**src/rtl/adc_result_pkg.sv**
```systemverilog
package adc_result_pkg;

    // Interlock state: pair frozen, and a result was discarded
    typedef struct packed {
        logic lock;
        logic lost;
    } lock_st_t;

endpackage

```
**src/rtl/adc_res_justify.sv**
```systemverilog
module adc_res_justify #(
    parameter int RES_W = 10,
    parameter int BUS_W = 8
) (
    input  logic [RES_W-1:0] res_i,
    input  logic             left_i,
    output logic [BUS_W-1:0] lo_o,
    output logic [BUS_W-1:0] hi_o
);
    localparam int PAIR_W = 2 * BUS_W;
    localparam int PAD_W  = PAIR_W - RES_W;

    logic [PAIR_W-1:0] right_pair;
    logic [PAIR_W-1:0] left_pair;
    logic [PAIR_W-1:0] pair;

    generate
        if (PAD_W > 0) begin : g_pad
            assign right_pair = {{PAD_W{1'b0}}, res_i};
            assign left_pair  = {res_i, {PAD_W{1'b0}}};
        end else begin : g_full
            assign right_pair = res_i;
            assign left_pair  = res_i;
        end
    endgenerate

    always_comb begin
        pair = left_i ? left_pair : right_pair;
        lo_o = pair[BUS_W-1:0];
        hi_o = pair[PAIR_W-1:BUS_W];
    end

    // low padding reads zero when left-justified
    always_comb begin
        if (PAD_W > 0 && PAD_W <= BUS_W && left_i) begin
            p_left_pad_zero_r7: assert ((lo_o & ((BUS_W'(1) << PAD_W) - BUS_W'(1))) == '0);
        end
    end

endmodule

```
**src/rtl/adc_res_lock_ctl.sv**
```systemverilog
module adc_res_lock_ctl
    import adc_result_pkg::*;
(
    input  logic clk,
    input  logic rst_n,
    input  logic valid_i,
    input  logic rd_lo_i,
    input  logic rd_hi_i,
    output logic store_o,
    output logic lock_o,
    output logic lost_o
);
    lock_st_t st_q, st_d;
    logic     blocked;

    always_comb begin
        st_d    = st_q;
        blocked = (st_q.lock | rd_lo_i) & ~rd_hi_i;
        store_o = valid_i & ~blocked;
        if (rd_hi_i)      st_d.lock = 1'b0;
        else if (rd_lo_i) st_d.lock = 1'b1;
        if (valid_i && blocked) st_d.lost = 1'b1;
        else if (rd_hi_i)       st_d.lost = 1'b0;
    end

    always_ff @(posedge clk or negedge rst_n) begin
        if (!rst_n) st_q <= '0;
        else        st_q <= st_d;
    end

    assign lock_o = st_q.lock;
    assign lost_o = st_q.lost;

    // a drop under the lock raises the flag
    p_drop_sets_lost_r4: assert property (@(posedge clk) disable iff (!rst_n)
        (valid_i && (lock_o || rd_lo_i) && !rd_hi_i) |=> lost_o);
    // flag is sticky until a high read
    p_lost_sticky_r4: assert property (@(posedge clk) disable iff (!rst_n)
        (lost_o && !rd_hi_i) |=> lost_o);
    // high read clears the flag
    p_hi_clears_lost_r5: assert property (@(posedge clk) disable iff (!rst_n)
        rd_hi_i |=> !lost_o);
    // low read alone engages the lock
    p_lo_locks_r2: assert property (@(posedge clk) disable iff (!rst_n)
        (rd_lo_i && !rd_hi_i) |=> lock_o);
    // high read releases the lock
    p_hi_unlocks_r3: assert property (@(posedge clk) disable iff (!rst_n)
        rd_hi_i |=> !lock_o);

endmodule

```
**src/rtl/adc_result_hold.sv**
```systemverilog
module adc_result_hold #(
    parameter int RES_W = 10,
    parameter int BUS_W = 8
) (
    input  logic             clk,
    input  logic             rst_n,
    input  logic             res_valid_i,
    input  logic [RES_W-1:0] res_value_i,
    input  logic             left_just_i,
    input  logic             rd_lo_i,
    input  logic             rd_hi_i,
    output logic [BUS_W-1:0] lo_data_o,
    output logic [BUS_W-1:0] hi_data_o,
    output logic             lost_o
);
    logic [RES_W-1:0] res_q, res_d;
    logic             store;
    logic             locked;

    adc_res_lock_ctl u_lock (
        .clk     (clk),
        .rst_n   (rst_n),
        .valid_i (res_valid_i),
        .rd_lo_i (rd_lo_i),
        .rd_hi_i (rd_hi_i),
        .store_o (store),
        .lock_o  (locked),
        .lost_o  (lost_o)
    );

    always_comb begin
        res_d = res_q;
        if (store) res_d = res_value_i;
    end

    always_ff @(posedge clk or negedge rst_n) begin
        if (!rst_n) res_q <= '0;
        else        res_q <= res_d;
    end

    adc_res_justify #(
        .RES_W (RES_W),
        .BUS_W (BUS_W)
    ) u_just (
        .res_i  (res_q),
        .left_i (left_just_i),
        .lo_o   (lo_data_o),
        .hi_o   (hi_data_o)
    );

    // an accepted strobe lands in the register
    p_store_lands_r1: assert property (@(posedge clk) disable iff (!rst_n)
        (res_valid_i && ((!locked && !rd_lo_i) || rd_hi_i)) |=> (res_q == $past(res_value_i)));
    // the frozen pair does not move
    p_locked_stable_r2: assert property (@(posedge clk) disable iff (!rst_n)
        ((locked || rd_lo_i) && !rd_hi_i) |=> $stable(res_q));

endmodule

```
**config.mk**
```make
export PLATFORM = sky130hd
export DESIGN_NAME = adc_result_hold
export DESIGN_NICKNAME = d
export VERILOG_FILES = /design/src/rtl/adc_result_pkg.sv /design/src/rtl/adc_res_justify.sv /design/src/rtl/adc_res_lock_ctl.sv /design/src/rtl/adc_result_hold.sv
export SDC_FILE = /design/constraint.sdc
export NUM_CORES = 1
export LEC_CHECK = 0
export ABC_AREA = 0
export CORE_UTILIZATION = 25
export DETAILED_ROUTE_END_ITERATION = 6
export DONT_BUFFER_PORTS = 1
export PLACE_DENSITY = 0.49
export RECOVER_POWER = 100
export REMOVE_ABC_BUFFERS = 1
export SETUP_SLACK_MARGIN = 0.3
export SLEW_MARGIN = 30
export SYNTH_ARGS = -nofsm -noshare
export SYNTH_HDL_FRONTEND = slang
export SYNTH_SLANG_ARGS = --single-unit
```
**constraint.sdc**
```tcl
create_clock -name clk -period 1.2 [get_ports clk]
set_input_delay 0.06 -clock clk [delete_from_list [all_inputs] [get_ports clk]]
set_output_delay 0.06 -clock clk [all_outputs]
set_load 0.02 [all_outputs]
```
==> load_flow_metrics.sql <==
INSERT INTO impl_metrics (metric_group, metric, value, unit) VALUES
('clocking', 'cts_htree_levels', '1', ''),
('grt', 'grt_first_pass_wirelength', '1.77', 'mm'),
('power', 'p_int', '0.785', 'mW'),
('detailed_routing', 'route.detailed.drc', '0', ''),
('worst_setup_path', 'worstRegToRegCells', '4', ''),
('finish', 'instances_no_fill', '92', ''),
('clocking', 'holdBufCountCts', '13', ''),
('logic_synthesis', 'syn-cell-area', '582', 'um^2'),
('timing', 'finalHoldViolCount', '1', ''),
('worst_setup_path', 'cp-end-kind', 'flip-flop', ''),
('clocking', 'clkSlewWorstSetupHoldPaths', '70', 'ps'),
('logic_synthesis', 'yosys_register_bits', '12', ''),
('timing', 'worst_margin_pin_slew', '511', 'ps'),
('detailed_routing', 'avgViaCountPerCell', '4.38', ''),
('die', 'floorplan.rows', '17', ''),
('grt', 'grt_start_max_net_pins', '17', ''),
('finish', 'antenna-diode-count', '0', ''),
('detailed_routing', 'wire_per_inst', '11.6', 'um'),
('finish', 'finish.net_count', '81', ''),
('grt', 'track_usage', '0.0993', ''),
('die', 'floorplan.io_pins', '33', ''),
('run_status', 'run_status', 'finished, violations left', ''),
('power', 'power.ir.vdd_worst', '828', 'uV'),
('timing', 'report.final.slew_viol_count', '0', ''),
('run_status', 'violations', 'negative hold slack', ''),
('worst_setup_path', 'rrSetupSlack', '40', 'ps'),
('placement', 'io_buffers', '0', ''),
('power', 'switching_power_share_of_the_total', '0.283', ''),
('worst_setup_path', 'cp.arrival', '1320', 'ps'),
('finish', 'layout.cells.most_common', 'dlygate4sd3_1', ''),
('finish', 'syn_to_final_growth', '40.6', '%'),
('detailed_routing', 'drt-initial-drc-count', '0', ''),
('flow_run', 'drv_cap', '0', ''),
('grt', 'initial_antenna_violation_count', '0', ''),
('grt', 'globalRouteOverflowTotal', '0', ''),
('worst_setup_path', 'critPathCapture', 'res_q[8]', ''),
('timing', 'grt_setup_unrepaired', 'yes', ''),
('die', 'coreArea', '2210', 'um^2'),
('die', 'die_outline_area', '2520', 'um^2'),
('clocking', 'cts.sink_count', '12', ''),
('worst_setup_path', 'timing.critical_path.max_delay_family', 'flip-flops', ''),
('timing', 'worst_slew_margin_rel', '0.658', ''),
('timing', 'holdWs', '-61.1', 'ps'),
('detailed_routing', 'antenna_left', '0', ''),
('detailed_routing', 'route.met3.wl', '129', 'um'),
('logic_synthesis', 'syn-mean-instance-area', '12.6', 'um^2'),
('worst_setup_path', 'crit_path_max_fanout', '10', ''),
('power', 'pd_cells', '1340', 'nW/um^2'),
('min_path', 'holdCritPathClass', 'input port to flip-flop', ''),
('logic_synthesis', 'synth_seq_area_share', '0.516', ''),
('power', 'cellLeakagePower', '0.340', 'nW'),
('clocking', 'cts_made_buffers', '3', ''),
('die', 'floorplan.initialDensity', '0.263', ''),
('placement', 'placedCellCount', '72', ''),
('worst_setup_path', 'cp_slowest_stage_delay', '360', 'ps'),
('timing', 'finalSetupViolations', '0', ''),
('timing', 'setup_skew', '3.05', 'ps'),
('timing', 'min_period_over_period', '0.969', ''),
('clocking', 'ctsLongestPathBuffers', '2', ''),
('worst_setup_path', 'start_kind', 'flip-flop', ''),
('worst_setup_path', 'critical_path_depth', '4', ''),
('finish', 'layout.cells.most_common_list', 'dlygate4sd3_1, dfrtp_1, mux2_2', ''),
('grt', 'number_of_global_route_vias_before_repair', '384', ''),
('clocking', 'clock_insertion_delay_worst_skew', '270', 'ps'),
('finish', 'drive_gt1_frac', '0.359', ''),
('detailed_routing', 'drt-total-wl', '1.07', 'mm'),
('timing', 'achievable-frequency', '0.860', 'GHz'),
('worst_setup_path', 'critical_path.reg2reg.endpoint', 'res_q[8]', ''),
('worst_setup_path', 'worst-setup-path-type', 'flip-flop to flip-flop', ''),
('detailed_routing', 'detailroute.wirelength.met2', '502', 'um'),
('worst_setup_path', 'cp_slowest_cell', 'dfrtp_1', '');
-- worst reg2reg max path: cells and delay by family, from the launching register on --
family / cells / cell delay (ps)
AO/OA/AOI/OAI: 1 / 160
multiplexers: 1 / 340
buffers and inverters: 1 / 140
flip-flops: 1 / 360
AND/OR/NAND/NOR: 1 / 60
-- how the worst min path moves through the flow --
stage | start | endpoint | cells after the start
2_1_floorplan | rst_n | res_q[0] | 0
6_report | rd_lo_i | u_lock.lock_o | 2
3_5_place_dp | rst_n | res_q[9] | 0
5_1_grt | rd_lo_i | u_lock.lock_o | 2
4_1_cts | rd_lo_i | u_lock.lock_o | 2
3_3_place_gp | rst_n | res_q[9] | 0
-- per-stage QoR --
step,utilization,setup WS (ps),total power [mW],setup TNS (ps),instance area (um^2)
after CTS,0.396,30.9,1.17,0,877
after global routing,0.370,-14.0,1.16,-86.1,818
after detailed placement,0.275,-30.2,0.727,-225,608
final,0.370,37.6,1.10,0,818
after floorplan,-,92.3,0.701,0,573
after global placement,0.275,2.17,0.723,0,608
-- Yosys cell counts --
| library cell | instances | area (um^2) |
|---|---|---|
| clkbuf_2 | 1 | 5.00 |
| a21oi_1 | 1 | 5.00 |
| dfrtp_1 | 12 | 300 |
| and2_1 | 6 | 37.5 |
| mux2_2 | 14 | 158 |
| inv_1 | 1 | 3.75 |
| o21ai_0 | 1 | 5.00 |
| clkbuf_1 | 1 | 3.75 |
| o21ai_4 | 1 | 16.3 |
| nor2_2 | 1 | 6.26 |
| nor2b_1 | 6 | 37.5 |
| nor2_1 | 1 | 3.75 |
-- power groups by stage --
stage                     combinational (mW)  clock [mW]  sequential, mW
after floorplan                        0.208           0           0.493
after global placement                 0.220           0           0.503
after detailed placement               0.222           0           0.504
after CTS                              0.337       0.330           0.504
after global routing                   0.304       0.353           0.505
final                                  0.287       0.313           0.495
-- metal layers --
metal  global-route usage  vias up
met5                    0        -
met4               0.0286        0
met3               0.0697        0
met2                0.138       23
met1                0.121      190
li1                     -      190
-- state kept, by name, summed over array words and instances, names as in the netlist --
signal,cells
res_q,10
u_lock.lock_o,1
u_lock.lost_o,1
-- final cells by class --
| class | instances | area, um^2 |
|---|---|---|
| clock buffer | 4 | 36.3 |
| fill | 244 | 1390 |
| inverter | 1 | 3.75 |
| multi-input combinational | 31 | 278 |
| sequential | 12 | 300 |
| tap | 28 | 35.0 |
| timing repair buffer | 16 | 165 |
-- timing repair --
action | CTS | global route
setup endpoints to repair | 26 | 26
endpoints found under the hold margin | 24 | 1
buffers inserted | 2 | 1
gates resized for setup | 28 | 0
cloned | 0 | 0
pin swaps | 5 | 1
-- cell families (layout without fill, tap and decap cells) --
logic type / Yosys count / count (layout) / share of synthesized area
and+or+nand+nor: 14 / 14 / 0.146
buffers and inverters: 3 / 21 / 0.0215
AOI/OAI and AO/OA: 3 / 3 / 0.0452
muxes: 14 / 14 / 0.271
DFF: 12 / 12 / 0.516
Note: power is estimated with default switching activity, not from simulation.
